### config.mk
export PLATFORM = sky130hd
export DESIGN_NAME = pulse_compare_unit
export DESIGN_NICKNAME = d
export VERILOG_FILES = /design/src/rtl/pcu_pkg.sv /design/src/rtl/pcu_regs.sv /design/src/rtl/pcu_timer.sv /design/src/rtl/pcu_channel.sv /design/src/rtl/pulse_compare_unit.sv
export SDC_FILE = /design/constraint.sdc
export NUM_CORES = 1
export LEC_CHECK = 0
export BUFFER_PORTS_ARGS = -buffer_cell sky130_fd_sc_hd__clkbuf_2
export CAP_MARGIN = 20
export CORE_ASPECT_RATIO = 1.25
export CORE_UTILIZATION = 29
export DETAILED_ROUTE_END_ITERATION = 10
export SLEW_MARGIN = 25
export SYNTH_ARGS = -nofsm -noshare
export SYNTH_HDL_FRONTEND = slang
export SYNTH_SLANG_ARGS = --single-unit
### constraint.sdc
create_clock -name clk -period 1.66 [get_ports clk]
set_input_delay 0 -clock clk [delete_from_list [all_inputs] [get_ports clk]]
set_output_delay 0 -clock clk [all_outputs]
set_load 0.05 [all_outputs]
### src/rtl/pcu_pkg.sv
package pcu_pkg;
  localparam int NTMR = 2;
  localparam int AW   = 3;

  typedef enum logic [AW-1:0] {
    A_CTRL = 3'd0,
    A_T0   = 3'd1,
    A_T1   = 3'd2,
    A_PER0 = 3'd3,
    A_PER1 = 3'd4,
    A_RISE = 3'd5,
    A_FALL = 3'd6,
    A_FLAG = 3'd7
  } addr_e;

  localparam logic [2:0] M_ONE   = 3'b100;
  localparam logic [2:0] M_TRAIN = 3'b101;
endpackage

### src/rtl/pcu_regs.sv
module pcu_regs
  import pcu_pkg::*;
#(
  parameter int CNT_W = 16
) (
  input  logic                        clk,
  input  logic                        rst,
  input  logic                        wr_en,
  input  logic [AW-1:0]               wr_addr,
  input  logic [CNT_W-1:0]            wr_data,
  output logic [2:0]                  mode_q,
  output logic                        tsel_q,
  output logic                        ie_q,
  output logic [NTMR-1:0]             ten_q,
  output logic [NTMR-1:0]             tclr,
  output logic [NTMR-1:0][CNT_W-1:0]  per_q,
  output logic [CNT_W-1:0]            pri_q,
  output logic [CNT_W-1:0]            sec_q,
  output logic                        mode_wr,
  output logic                        flag_clr
);
  assign mode_wr  = wr_en && (wr_addr == A_CTRL);
  assign flag_clr = wr_en && (wr_addr == A_FLAG) && wr_data[0];

  always_ff @(posedge clk) begin
    if (rst) begin
      mode_q <= '0;
      tsel_q <= 1'b0;
      ie_q   <= 1'b0;
      pri_q  <= '0;
      sec_q  <= '0;
    end else if (wr_en) begin
      if (wr_addr == A_CTRL) begin
        mode_q <= wr_data[2:0];
        tsel_q <= wr_data[3];
        ie_q   <= wr_data[4];
      end
      if (wr_addr == A_RISE) pri_q <= wr_data;
      if (wr_addr == A_FALL) sec_q <= wr_data;
    end
  end

  for (genvar i = 0; i < NTMR; i++) begin : g_treg
    localparam logic [AW-1:0] TA = AW'(int'(A_T0) + i);
    localparam logic [AW-1:0] PA = AW'(int'(A_PER0) + i);
    logic             run_r;
    logic [CNT_W-1:0] per_r;

    always_ff @(posedge clk) begin
      if (rst) begin
        run_r <= 1'b0;
        per_r <= '0;
      end else if (wr_en) begin
        if (wr_addr == TA) run_r <= wr_data[0];
        if (wr_addr == PA) per_r <= wr_data;
      end
    end

    assign ten_q[i] = run_r;
    assign per_q[i] = per_r;
    assign tclr[i]  = wr_en && (wr_addr == TA) && wr_data[1];
  end
endmodule

### src/rtl/pcu_timer.sv
module pcu_timer #(
  parameter int CNT_W = 16
) (
  input  logic             clk,
  input  logic             rst,
  input  logic             run,
  input  logic             zero,
  input  logic [CNT_W-1:0] period,
  output logic [CNT_W-1:0] count
);
  always_ff @(posedge clk) begin
    if (rst || zero) count <= '0;
    else if (run)    count <= (count == period) ? '0 : count + 1'b1;
  end
endmodule

### src/rtl/pcu_channel.sv
module pcu_channel
  import pcu_pkg::*;
#(
  parameter int CNT_W = 16
) (
  input  logic             clk,
  input  logic             rst,
  input  logic [2:0]       mode,
  input  logic             mode_wr,
  input  logic             flag_clr,
  input  logic             run,
  input  logic [CNT_W-1:0] count,
  input  logic [CNT_W-1:0] pri,
  input  logic [CNT_W-1:0] sec,
  input  logic             ie,
  output logic             pulse_out,
  output logic             irq_flag,
  output logic             irq_req
);
  logic single, active, done_q, live, hit_rise, hit_fall;

  assign single   = (mode == M_ONE);
  assign active   = single || (mode == M_TRAIN);
  assign hit_rise = (count == pri);
  assign hit_fall = (count == sec);
  assign live     = active && run && !done_q && !mode_wr;

  always_ff @(posedge clk) begin
    if (rst) begin
      pulse_out <= 1'b0;
      done_q    <= 1'b0;
      irq_flag  <= 1'b0;
    end else begin
      if (mode_wr || !active) begin
        pulse_out <= 1'b0;
        done_q    <= 1'b0;
      end else if (live) begin
        if (hit_fall) begin
          pulse_out <= 1'b0;
          done_q    <= single;
        end else if (hit_rise) begin
          pulse_out <= 1'b1;
        end
      end
      if (live && hit_fall) irq_flag <= 1'b1;
      else if (flag_clr)    irq_flag <= 1'b0;
    end
  end

  assign irq_req = irq_flag & ie;
endmodule

### src/rtl/pulse_compare_unit.sv
module pulse_compare_unit
  import pcu_pkg::*;
#(
  parameter int CNT_W = 16
) (
  input  logic             clk,
  input  logic             rst,
  input  logic             wr_en,
  input  logic [AW-1:0]    wr_addr,
  input  logic [CNT_W-1:0] wr_data,
  output logic             pulse_out,
  output logic             irq_flag,
  output logic             irq_req
);
  logic [2:0]                 mode_q;
  logic                       tsel_q, ie_q, mode_wr, flag_clr;
  logic [NTMR-1:0]            ten_q, tclr;
  logic [NTMR-1:0][CNT_W-1:0] per_q, cnt;
  logic [CNT_W-1:0]           pri_q, sec_q, sel_cnt;
  logic                       sel_run;

  pcu_regs #(.CNT_W(CNT_W)) u_regs (
    .clk(clk), .rst(rst), .wr_en(wr_en), .wr_addr(wr_addr), .wr_data(wr_data),
    .mode_q(mode_q), .tsel_q(tsel_q), .ie_q(ie_q), .ten_q(ten_q), .tclr(tclr),
    .per_q(per_q), .pri_q(pri_q), .sec_q(sec_q), .mode_wr(mode_wr),
    .flag_clr(flag_clr)
  );

  for (genvar i = 0; i < NTMR; i++) begin : g_tmr
    pcu_timer #(.CNT_W(CNT_W)) u_tmr (
      .clk(clk), .rst(rst), .run(ten_q[i]), .zero(tclr[i]),
      .period(per_q[i]), .count(cnt[i])
    );
  end

  assign sel_cnt = cnt[tsel_q];
  assign sel_run = ten_q[tsel_q];

  pcu_channel #(.CNT_W(CNT_W)) u_chan (
    .clk(clk), .rst(rst), .mode(mode_q), .mode_wr(mode_wr),
    .flag_clr(flag_clr), .run(sel_run), .count(sel_cnt), .pri(pri_q),
    .sec(sec_q), .ie(ie_q), .pulse_out(pulse_out), .irq_flag(irq_flag),
    .irq_req(irq_req)
  );
endmodule

# Word level (Yosys, flattened, before mapping)
# Cells that the tools add are included.
[totals]
ff_bits = 106
output_inout_bits = 3
input_bits = 22
elab_cells = 72
[classes]
add_sub_neg = 2
bitwise = 1
eq_ne = 13
mux = 10
n_reduce_logical = 31
magnitude_cmp = 1
[op_table]
columns = ["cell", "count"]
rows = [
  ["$eq A16 B16 Y1", 4],
  ["$mux W16", 4],
  ["$add A16 B1 Y16 const B", 2],
  ["$eq A3 B3 Y1 const B", 6],
  ["$reduce_and A2 Y1", 9],
  ["$logic_and A1 B1 Y1", 11],
  ["$eq A3 B2 Y1 const B", 2],
  ["$mux W1", 6],
  ["$logic_or A1 B1 Y1", 4],
  ["$reduce_bool A2 Y1", 2],
  ["$eq A3 B1 Y1 const B", 1],
  ["$logic_not A1 Y1", 3],
  ["$logic_not A3 Y1", 1],
  ["$lt A1 B2 Y1 const B", 1],
  ["$reduce_or A2 Y1", 1],
  ["$and A1 B1 Y1", 1],
]

# Longest topological paths before layout
# Gate-level depths: netlist of run 1.
[logic_depth]
depth_word = 7
mapped_depth = 8
ltp_nobuf = 7

# Modules after synthesis
# Synthesis of run 1 repeated with hierarchy kept, for this count alone.
[unflattened]
cells_unflattened = 541
hier_area_um2 = 5431.5
[modules_own_cells]
columns = ["mod", "area_per_inst_um2", "instances", "cells_each", "seq_area_each_um2"]
rows = [
  ["pcu_regs", 2930.3, 1, 268, 1421.4],
  ["pcu_timer", 858.3, 2, 98, 320.3],
  ["pcu_channel", 524.3, 1, 58, 60.1],
  ["pulse_compare_unit", 260.2, 1, 19, 0.0],
]

# Worst setup path before layout of run 1
# Ideal clock, no wire load.
[synth_timing]
kind = "register to register"
from = "register u_regs.tsel_q"
to = "register u_chan.pulse_out"
period_less_slack_ps = 1696
setup_slack_ps = -36
arrival_time_ps = 1575
n_path_buf = 2
setup_ps = 121
stages_incl_launch_ff = 9
required_time_ps = 1539
path_cell_list = "dfxtp_1 buf_6 buf_12 mux2i_1 xor2_1 nand4_1 nor3_2 nand3_1 nor3b_2"
[synth_via]
elab_chain_len = 6
elab_cells_between_ends = 12
cone_classes = "eq/ne: 2; mux: 5; reduce/logical: 5"
[synth_lines]
columns = ["element", "line", "source"]
rows = [
  ["start, declared", "pcu_regs.sv:12", "output logic tsel_q,"],
  ["start signal, assigned", "pcu_regs.sv:35", "tsel_q <= wr_data[3];"],
  ["branches (longest 6 deep; another with $mux W16)", "n/a", ""],
  ["end signal, assigned", "pcu_channel.sv:30", "pulse_out <= 1'b0;"],
  ["end signal, assigned", "pcu_channel.sv:35", "pulse_out <= 1'b0;"],
  ["end signal, assigned", "pcu_channel.sv:39", "pulse_out <= 1'b0;"],
  ["end, declared", "pcu_channel.sv:16", "output logic pulse_out,"],
]
# Parallel ways; which one is timed is not known. The select of a mux whose other input is x is not followed.
# A chain may end at the register's enable or synchronous reset.

# Worst setup path in the final report of run 1
# Same ends and word-level chain as after synthesis.

==> impl_metrics.py, run 1 <==
metrics = {
    "status": {
        "status": "finished, violations left",
        "failed_checks": "negative setup slack",
    },
    "power": {
        "powerDensity_nw_per_um2": 798,
        "power_frac_clock_pct": 41.5,
        "p_seq_share_pct": 50.7,
        "internal_power_mw": 3.92,
        "p_sw_mw": 1.22,
        "irDropWorstVdd_mv": 0.407,
        "total_leakage_power_nw": 2.48,
        "sw_frac_of_total_pct": 23.7,
        "p_comb_share_pct": 7.7,
    },
    "timing": {
        "skew_ns": 0.0100,
        "setup_slack_ns": -0.232,
        "fin_crit_sh_pct": 114,
        "whs_ns": 0.0130,
        "post-route-min-period_ns": 1.89,
        "fmax_mhz": 528,
        "rsz0062_at_grt": "true",
        "slew_headroom_pct": 63.9,
        "setup_viol": 3,
        "hold_violations": 0,
        "slew_viol_final": 0,
        "worst_slew_pin_slew_ns": 0.541,
    },
    "clocking": {
        "cts_tree": "built",
        "cts_root_buf": "clkbuf_16",
        "cts_max_level": 3,
        "ctsLongestPathBuffers": 2,
        "cts_setup_buffers": 0,
        "cts.clk_slew.worst_paths_ns": 0.07,
        "numCtsBuffers": 9,
        "cts.sinks": 106,
        "clock_latency_ns": 0.35,
    },
    "synth": {
        "synthesis.nets": 618,
        "netlist_instances": 594,
        "synth.area.top_cells": "dfxtp_1, xor2_1, nand2_1, a21oi_1, mux2i_1",
        "synth_seq_area_share_pct": 43.0,
        "synth-seq-cells": 106,
        "yosys_warnings": 0,
        "synth_top_cell_by_area": "dfxtp_1",
        "synth_cell_types": 36,
        "syn-cell-area_um2": 4930,
        "synth_area_per_cell_um2": 8.31,
        "yosysTopAreaCellShare_pct": 43.0,
    },
    "global_routing": {
        "grt_antenna_before_repair": 0,
        "grt_usage_pct": 16.2,
        "grt_pass1_wl_um": 21600,
        "grt_max_degree": 39,
        "overflow": 0,
        "grt_pass1_vias": 4009,
    },
    "final_layout": {
        "mostFrequentLayoutCells": "nand2_1, dfxtp_1, xor2_1",
        "nets": 709,
        "postLayoutCellArea_um2": 6440,
        "final_common_cell": "nand2_1",
        "drive_above_1_share_pct": 22.0,
        "synthToLayoutAreaGrowth_pct": 30.5,
        "insertedDiodeCount": 0,
    },
    "placed_design": {
        "place_area_um2": 5870,
        "port_buffers": 24,
        "place_congestion": 0.888,
        "dpl.hpwl_um": 10400,
    },
    "setup_path": {
        "r2r-start": "u_regs.tsel_q",
        "rr_endpoint": "u_chan.pulse_out",
        "cp_cell_sequence": "buf_12 > buf_12 > mux2i_2 > xor2_1 > nand4_1 > nor3_1 > a21oi_1 > nor3b_2",
        "critical_path.max_fanout": 5,
        "crit_required_ns": 1.93,
        "worst_path_most_repeated_cell": "buf_12",
        "slowest_stage": "dfxtp_4",
        "ff2ff_setup_slack_ns": -0.23,
        "arrival_ns": 2.16,
        "end_kind": "flop",
        "worstSetupPathType": "flop to flop",
        "r2r_cells": 8,
        "critPathLaunchType": "flop",
        "cpPeakStageDelay_ns": 0.41,
    },
    "floorplanning": {
        "rows": 52,
        "die_x_um": 119,
        "core_um2": 16400,
        "dieArea_um2": 17500,
        "io_pins": 25,
        "die_h_um": 148,
        "start_util_pct": 30.1,
    },
    "worst_hold_path": {
        "hold_end": "u_regs.pri_q[3]",
        "hold_start": "wr_data[3]",
        "hold-path-cell-count": 3,
        "hp-class": "primary input to flop",
    },
    "drt": {
        "drc": 0,
        "wl_per_cell_um": 15.0,
        "drt_iter0_drc": 329,
        "avgViaCountPerCell": 4.58,
        "drtAntennaViolNets": 0,
        "num_vias": 4153,
        "wl_um": 13600,
        "dr.pass1.iters": 4,
    },
    "run": {
        "max_cap_viol_count": 0,
    },
}
## critical path: cells and delay by family, from the launching register on
kind | cells | cell delay [ns]
compound gates | 1 | 0.12
xor+xnor | 1 | 0.21
buf+inv | 2 | 0.26
flops | 1 | 0.41
mux | 1 | 0.26
simple gates | 3 | 0.56
## layer usage
layer  vias up  GRT usage, %  routed length [um]
li1       2137             -                   -
met1      1952          19.7                6070
met2        52          29.2                7040
met3        12          1.85                 236
met4         0          5.76                 203
met5         -             0                   0
## power by group through the flow
stage | clock network [mW] | registers, mW | logic (mW)
floorplan | 0 | 2.66 | 0.201
global placement | 0 | 2.67 | 0.355
detailed placement | 0 | 2.67 | 0.356
CTS | 2.18 | 2.61 | 0.397
global route | 2.28 | 2.61 | 0.433
finish | 2.13 | 2.61 | 0.397
## Yosys cell counts (all sizes together)
| cell | n |
|---|---|
| nor3 | 8 |
| xor2 | 75 |
| buf | 6 |
| nand3 | 17 |
| a21oi | 69 |
| a31oi | 2 |
| clkbuf | 24 |
| or4 | 1 |
| nor2b | 2 |
| a41oi | 1 |
| nor2 | 46 |
| or3 | 3 |
| nand2 | 147 |
| inv | 1 |
| xnor2 | 18 |
| and4 | 3 |
| nand2b | 4 |
| dfxtp | 106 |
| mux2i | 24 |
| and2b | 1 |
| and2 | 2 |
| nor3b | 1 |
| nor4 | 7 |
| o21ai | 6 |
| ha | 2 |
| and3 | 6 |
| nand4 | 12 |
## what timing repair did
action                     in CTS  in global routing
hold endpoints to repair       55                  0
setup endpoints to repair      22                 35
hold buffers                   15                  0
gates resized for setup        12                 16
cloned                          1                  0
pin swaps                       3                 11
## through the flow
step	power (mW)	worst slack [ns]	cells	utilization, %	TNS, ns
after floorplan	2.86	0.00471	594	-	0
after global placement	3.02	-0.229	874	35.8	-1.06
after detailed placement	3.03	-0.305	874	35.8	-0.877
after CTS	5.19	-0.232	906	39.0	-0.637
after global routing	5.32	-0.325	906	39.3	-2.59
final	5.14	-0.232	906	39.3	-0.616
## how the worst max path moves through the flow
stage | startpoint | slack, ns | depth (start not counted) | to
6_report | u_regs.tsel_q | -0.23 | 8 | u_chan.pulse_out
3_5_place_dp | u_regs.tsel_q | -0.31 | 7 | u_chan.pulse_out
5_1_grt | u_regs.tsel_q | -0.33 | 7 | u_chan.pulse_out
4_1_cts | u_regs.tsel_q | -0.23 | 7 | u_chan.pulse_out
2_1_floorplan | u_regs.tsel_q | 0.005 | 7 | u_chan.pulse_out
3_3_place_gp | u_regs.tsel_q | -0.23 | 7 | u_chan.pulse_out
## state kept, by name, summed over array words and instances, names as in the netlist
register,flops
g_tmr.u_tmr.count,32
u_regs.g_treg.per_r,32
u_regs.pri_q,16
u_regs.sec_q,16
u_regs.mode_q,3
u_regs.g_treg.run_r,2
u_chan.done_q,1
u_chan.irq_flag,1
u_chan.pulse_out,1
u_regs.ie_q,1
u_regs.tsel_q,1
## cell families (layout without fill, tap and decap cells)
group,after synthesis,after routing,synth area share [%]
adder cells (fa/ha/maj),2,2,0.507
AO/OA/AOI/OAI,78,78,8.19
AND/OR/NAND/NOR,260,260,23.7
multiplexers,24,24,5.02
buffers and inverters,31,127,3.12
flip-flops,106,106,43.0
XOR/XNOR,93,93,16.5
## final cells by class
class / instances / area, um^2
inverter: 1 / 3.75
clock inverter: 6 / 66.3
sequential: 106 / 2140
tap: 216 / 270
timing repair buffer: 110 / 893
fill: 1719 / 9960
clock buffer: 10 / 229
multi-input combinational: 457 / 2840
No activity file was read; power rests on OpenSTA's default activity.
==> inputs of run 2 (changes only) <==
--- a/config.mk
+++ b/config.mk
@@ -13,4 +13,5 @@
 export SLEW_MARGIN = 25
 export SYNTH_ARGS = -nofsm -noshare
 export SYNTH_HDL_FRONTEND = slang
+export SYNTH_HIERARCHICAL = 1
 export SYNTH_SLANG_ARGS = --single-unit
==> constraint.sdc (replaced) <==
create_clock -name clk -period 2.25 [get_ports clk]
set_input_delay 0 -clock clk [delete_from_list [all_inputs] [get_ports clk]]
set_output_delay 0 -clock clk [all_outputs]
set_load 0.05 [all_outputs]
==> run 2 against run 1 <==
Compared with the run above: the flow now finishes without violations; via count down 9.4%; power down 26%; cell count down 13%; sequential share of layout area up 1.8 points; critical path depth down 1; first-iteration DRC count down 40%; maximum frequency down 1.6%; register-to-register slack better by 0.56 ns; critical endpoint is now u_chan/pulse_out; largest cell class unchanged.
==> impl_metrics.py, run 2 <==
metrics = {
    "final_layout": {
        "synthToLayoutAreaGrowth_pct": 11.6,
        "reg_top3": "g_tmr.u_tmr/count: 32 flops, u_regs/g_treg.per_r: 32 flops",
        "final_common_cell": "dfxtp_1",
        "insertedDiodeCount": 0,
        "drive_above_1_share_pct": 14.0,
        "fillers": 1851,
        "nets": 584,
        "layoutNonFillerInstCount": 792,
        "final_util_pct": 33.2,
        "mostFrequentLayoutCells": "dfxtp_1, nand2b_1, xnor2_1",
    },
    "drt": {
        "wl_um": 13400,
        "avgViaCountPerCell": 4.75,
        "num_vias": 3764,
        "dr.pass1.iters": 4,
        "drt_iter0_drc": 197,
        "drtAntennaViolNets": 0,
        "wl_per_cell_um": 17.0,
        "drc": 0,
    },
    "power": {
        "sw_frac_of_total_pct": 22.1,
        "irDropWorstVdd_mv": 0.274,
        "p_seq_share_pct": 50.6,
        "power_frac_clock_pct": 42.6,
        "p_comb_share_pct": 6.8,
        "internal_power_mw": 2.97,
        "power.total_mw": 3.82,
        "total_leakage_power_nw": 2.40,
        "p_sw_mw": 0.844,
        "powerDensity_nw_per_um2": 629,
    },
    "setup_path": {
        "worstSetupPathType": "flop to flop",
        "cp_cell_sequence": "buf_4 > mux2_2 > xnor2_1 > nand4_1 > nor3_1 > a31oi_1 > a211oi_2",
        "critPathBufInv": 1,
        "slowest_stage": "mux2_2",
        "crit_required_ns": 2.53,
        "arrival_ns": 2.20,
        "critPathLaunchType": "flop",
        "crit_family": "multiplexers",
        "critical_path.max_fanout": 18,
        "cpPeakStageDelay_ns": 0.41,
        "end_kind": "flop",
    },
    "status": {
        "status": "complete, no violations",
    },
    "timing": {
        "fmax_mhz": 520,
        "slew_viol_final": 0,
        "fin_crit_sh_pct": 85.5,
        "rsz0062_at_grt": "false",
        "post-route-min-period_ns": 1.92,
        "worst_slew_pin_slew_ns": 0.731,
        "tns_ns": 0,
        "skew_ns": 0.00694,
        "setup_slack_ns": 0.327,
        "hold_violations": 0,
        "slew_headroom_pct": 51.2,
        "setup_viol": 0,
    },
    "synth": {
        "netlist_instances": 541,
        "yosysTopAreaCellShare_pct": 39.1,
        "synthesis.nets": 565,
        "syn-cell-area_um2": 5430,
        "synth_area_per_cell_um2": 10.0,
        "async_reset_ff_share_pct": 0,
        "yosys_warnings": 6,
        "synthTopCellsByCount": "dfxtp_1, nand2b_1, xnor2_1, mux2i_1, nor2_1",
        "synth_cell_types": 43,
        "synth-seq-cells": 106,
        "synth.area.top_cells": "dfxtp_1, mux2i_1, xnor2_1, nand2b_1, xor2_1",
        "synth_top_cell_by_area": "dfxtp_1",
        "yosysMostFrequentCell": "dfxtp_1",
        "synth_ff_type": "dfxtp_1",
        "synth_seq_area_share_pct": 39.1,
        "synth-edff-count": 0,
    },
    "clocking": {
        "cts.clk_slew.worst_paths_ns": 0.07,
        "clock_latency_ns": 0.35,
        "cts_tree": "built",
        "cts.sinks": 106,
        "cts_root_buf": "clkbuf_16",
        "cts-hold-fix-buffers": 0,
        "cts_max_level": 3,
        "numCtsBuffers": 9,
        "cts_setup_buffers": 0,
        "ctsLongestPathBuffers": 2,
        "cts_resized": 0,
    },
    "floorplanning": {
        "rows": 55,
        "start_util_pct": 29.8,
        "die_x_um": 124,
        "io_pins": 25,
        "die_h_um": 155,
        "core_um2": 18200,
        "dieArea_um2": 19300,
    },
    "placed_design": {
        "dpl.hpwl_um": 10100,
        "place_congestion": 0.865,
        "port_buffers": 24,
        "place_inst": 777,
        "pre_cts_slack_ns": 0.370,
    },
    "worst_hold_path": {
        "hp-class": "primary input to flop",
    },
    "run": {
        "max_cap_viol_count": 0,
    },
    "global_routing": {
        "grt_pass1_vias": 3979,
        "grt_max_degree": 38,
        "grt_pass1_wl_um": 21400,
        "overflow": 0,
        "grt_usage_pct": 14.5,
        "grt_antenna_before_repair": 0,
    },
}
==> run 2: cell type report <==
type,instances,area (um^2),share of cell area [%]
multi-input combinational,405,3120,51.4
clock inverter,2,35.0,0.578
clock buffer,13,270,4.46
sequential,106,2120,35.0
inverter,1,3.75,0.0619
tap,228,285,4.70
timing repair buffer,37,230,3.80
==> run 2: logic make-up after synthesis <==
group | after synthesis | share of synthesized area [%]
buffers and inverters | 30 | 3.55
xor gates and xnor gates | 94 | 15.2
DFF | 106 | 39.1
adders and majority gates | 2 | 0.461
and+or+nand+nor | 213 | 23.1
AOI/OAI and AO/OA | 6 | 0.967
muxes | 90 | 17.7
==> run 2: path summary, 6_finish.rpt <==
kind	cells past startpoint	start	slack, ns	end
max reg2reg	7	u_regs/tsel_q	0.33	u_chan/pulse_out
min reg2reg	2	u_regs/mode_q[1]	0.48	u_regs/mode_q[1]
max	7	u_regs/tsel_q	0.33	u_chan/pulse_out
min	3	wr_data[8]	0.01	u_regs/pri_q[8]
==> run 2: power by group through the flow <==
stage	Combinational [mW]	Clock, mW	Sequential, mW
detailed placement	0.259	0	1.97
floorplan	0.194	0	1.96
global placement	0.254	0	1.97
finish	0.259	1.63	1.93
global route	0.282	1.73	1.93
CTS	0.261	1.66	1.93
==> run 2: worst min-delay path: cells and delay by family <==
| kind | cells | cell delay, ns |
|---|---|---|
| AND/OR/NAND/NOR | 1 | 0.14 |
| buffers and inverters | 1 | 0.08 |
| multiplexers | 1 | 0.09 |
==> run 2: metal layers <==
metal,vias to the layer above,part of all wire (%),track usage (%)
li1,1862,-,-
met1,1816,44,16.7
met2,61,49,25.2
met3,25,2.8,2.75
met4,0,4.3,8.03
met5,-,0,0
==> run 2: stage by stage <==
| step | instance area [um^2] | hold slack [ns] |
|---|---|---|
| detailed placement | 5760 | 0.368 |
| global route | 6060 | 0.0307 |
| floorplan | 5430 | 0.0724 |
| CTS | 6060 | 0.00632 |
| global placement | 5760 | 0.362 |
| finish | 6060 | 0.0124 |
==> inputs of run 3 (changes only) <==
--- a/config.mk
+++ b/config.mk
@@ -10,6 +10,7 @@
 export CORE_ASPECT_RATIO = 1.25
 export CORE_UTILIZATION = 29
 export DETAILED_ROUTE_END_ITERATION = 10
+export SKIP_LAST_GASP = 1
 export SLEW_MARGIN = 25
 export SYNTH_ARGS = -nofsm -noshare
 export SYNTH_HDL_FRONTEND = slang
==> constraint.sdc (replaced) <==
create_clock -name clk -period 2.1 [get_ports clk]
set_input_delay 0 -clock clk [delete_from_list [all_inputs] [get_ports clk]]
set_output_delay 0 -clock clk [all_outputs]
set_load 0.05 [all_outputs]
==> run 3 against run 2 <==
Compared with the run above: highest routed layer unchanged; global-route usage decreased by 0.34 points; sequential power is 7% higher; non-clock buffer count rose by 1; maximum frequency increased by 2.3%; utilization rose by 0.29 points; cell area increased by 0.87%; critical path type unchanged.
==> impl_metrics.py, run 3 (synthesized netlist as in run 2, its figures left out) <==
metrics = {
    "setup_path": {
        "critPathLaunchType": "flop",
        "slowest_stage": "dfxtp_1",
        "rr_endpoint": "u_chan/pulse_out",
        "cpPeakStageDelay_ns": 0.36,
        "arrival_ns": 2.15,
        "worstSetupPathType": "flop to flop",
        "ff2ff_setup_slack_ns": 0.22,
        "r2r_cells": 7,
        "cp_cell_sequence": "buf_12 > mux2_4 > xnor2_1 > nand4_1 > nor3_1 > a31oi_1 > a211oi_2",
        "critical_path.max_fanout": 18,
        "r2r-start": "u_regs/tsel_q",
        "crit_required_ns": 2.37,
        "end_kind": "flop",
    },
    "power": {
        "p_seq_share_pct": 48.9,
        "p_comb_share_pct": 6.7,
        "total_leakage_power_nw": 2.41,
        "power.total_mw": 4.22,
        "internal_power_mw": 3.29,
        "p_sw_mw": 0.933,
        "sw_frac_of_total_pct": 22.1,
        "powerDensity_nw_per_um2": 690,
        "power_frac_clock_pct": 44.4,
        "irDropWorstVdd_mv": 0.303,
    },
    "drt": {
        "avgViaCountPerCell": 4.75,
        "dr.pass1.iters": 4,
        "wl_um": 13300,
        "wl_per_cell_um": 16.7,
        "drtAntennaViolNets": 0,
        "drc": 0,
        "num_vias": 3772,
        "drt_iter0_drc": 189,
    },
    "floorplanning": {
        "core_um2": 18200,
        "die_x_um": 124,
        "rows": 55,
        "dieArea_um2": 19300,
        "die_h_um": 155,
        "io_pins": 25,
        "start_util_pct": 29.8,
    },
    "timing": {
        "skew_ns": 0.00769,
        "fin_crit_sh_pct": 89.5,
        "post-route-min-period_ns": 1.88,
        "setup_viol": 0,
        "setup_slack_ns": 0.220,
        "hold_violations": 0,
        "worst_slew_pin_slew_ns": 0.706,
        "fmax_mhz": 532,
        "slew_headroom_pct": 52.9,
        "slew_viol_final": 0,
        "tns_ns": 0,
        "whs_ns": 0.0220,
        "rsz0062_at_grt": "false",
    },
    "clocking": {
        "cts.clk_slew.worst_paths_ns": 0.07,
        "numCtsBuffers": 9,
        "cts_tree": "built",
        "cts_setup_buffers": 0,
        "cts_max_level": 3,
        "ctsLongestPathBuffers": 2,
        "cts_resized": 0,
        "cts_root_buf": "clkbuf_16",
        "cts.sinks": 106,
        "cts-hold-fix-buffers": 0,
        "clock_latency_ns": 0.35,
    },
    "final_layout": {
        "synthToLayoutAreaGrowth_pct": 12.6,
        "regArea_um2": 2120,
        "fillers": 1812,
        "multi_input_area_um2": 3120,
        "reg_top3": "g_tmr.u_tmr/count: 32 flops, u_regs/g_treg.per_r: 32 flops",
        "final_common_cell": "dfxtp_1",
        "insertedDiodeCount": 0,
        "postLayoutCellArea_um2": 6120,
        "nets": 585,
        "drive_above_1_share_pct": 14.5,
        "mostFrequentLayoutCells": "dfxtp_1, nand2b_1, xnor2_1",
    },
    "worst_hold_path": {
        "hold-path-cell-count": 3,
        "hp-class": "primary input to flop",
        "hold_start": "wr_data[7]",
        "hold_end": "u_regs/pri_q[7]",
    },
    "status": {
        "status": "complete, no violations",
    },
    "placed_design": {
        "pre_cts_slack_ns": 0.238,
        "place_area_um2": 5780,
        "port_buffers": 24,
        "place_congestion": 0.861,
        "dpl.hpwl_um": 10100,
    },
    "global_routing": {
        "grt_usage_pct": 14.1,
        "grt_pass1_vias": 3876,
        "grt_pass1_wl_um": 20900,
        "grt_antenna_before_repair": 0,
        "overflow": 0,
        "grt_max_degree": 43,
    },
    "run": {
        "max_cap_viol_count": 0,
    },
}
-- run 3: cell count changes in the layout (fill, tap and decap cells not counted) --
cell,previous run,this run
buf_12,1,2
bufinv_16,1,2
clkbuf_1,1,0
clkbuf_8,3,2
clkinv_2,1,0
clkinv_4,0,1
clkinvlp_4,0,1
inv_6,0,1
-- run 3: routing by layer --
metal / global-route usage, % / vias to the layer above / share of wire [%]
met2: 25.4 / 56 / 51
met4: 6.94 / 0 / 3.6
met5: 0 / - / 0
met3: 2.44 / 27 / 2.3
li1: - / 1868 / -
met1: 16.1 / 1821 / 43
-- run 3: worst max-delay path: cells and delay by family, from the launching register on --
| family | cells | cell delay (ns) |
|---|---|---|
| simple gates | 2 | 0.34 |
| mux | 1 | 0.34 |
| compound gates | 2 | 0.32 |
| xor+xnor | 1 | 0.25 |
| buf+inv | 1 | 0.18 |
| flops | 1 | 0.36 |
-- run 3: how the worst max path moves through the flow --
stage / depth (start not counted) / slack [ns] / start / to
6_report: 7 / 0.22 / u_regs/tsel_q / u_chan/pulse_out
3_3_place_gp: 7 / 0.24 / u_regs/tsel_q / u_chan/pulse_out
2_1_floorplan: 7 / 0.40 / u_regs/tsel_q / u_chan/pulse_out
5_1_grt: 7 / 0.09 / u_regs/tsel_q / u_chan/pulse_out
3_5_place_dp: 7 / 0.24 / u_regs/tsel_q / u_chan/done_q
4_1_cts: 7 / 0.20 / u_regs/tsel_q / u_chan/done_q
-- run 3: layout make-up --
type                            count  share of cell area, %
Multi-Input combinational cell    405                   51.0
Sequential cell                   106                   34.7
Tap cell                          228                   4.66
Clock buffer                       11                   4.13
Timing Repair Buffer               38                   4.09
Clock inverter                      5                   1.39
Inverter                            1                 0.0614
-- run 3: through the flow --
stage | cells | utilization (%)
floorplan | 541 | -
global placement | 778 | 31.7
detailed placement | 778 | 31.7
CTS | 794 | 33.5
global route | 794 | 33.5
finish | 794 | 33.5
-- run 3: power by group through the flow --
stage | combinational, mW | sequential [mW] | clock (mW)
finish | 0.282 | 2.06 | 1.87
global route | 0.304 | 2.07 | 1.99
CTS | 0.283 | 2.06 | 1.92
detailed placement | 0.282 | 2.11 | 0
global placement | 0.278 | 2.11 | 0
floorplan | 0.208 | 2.10 | 0
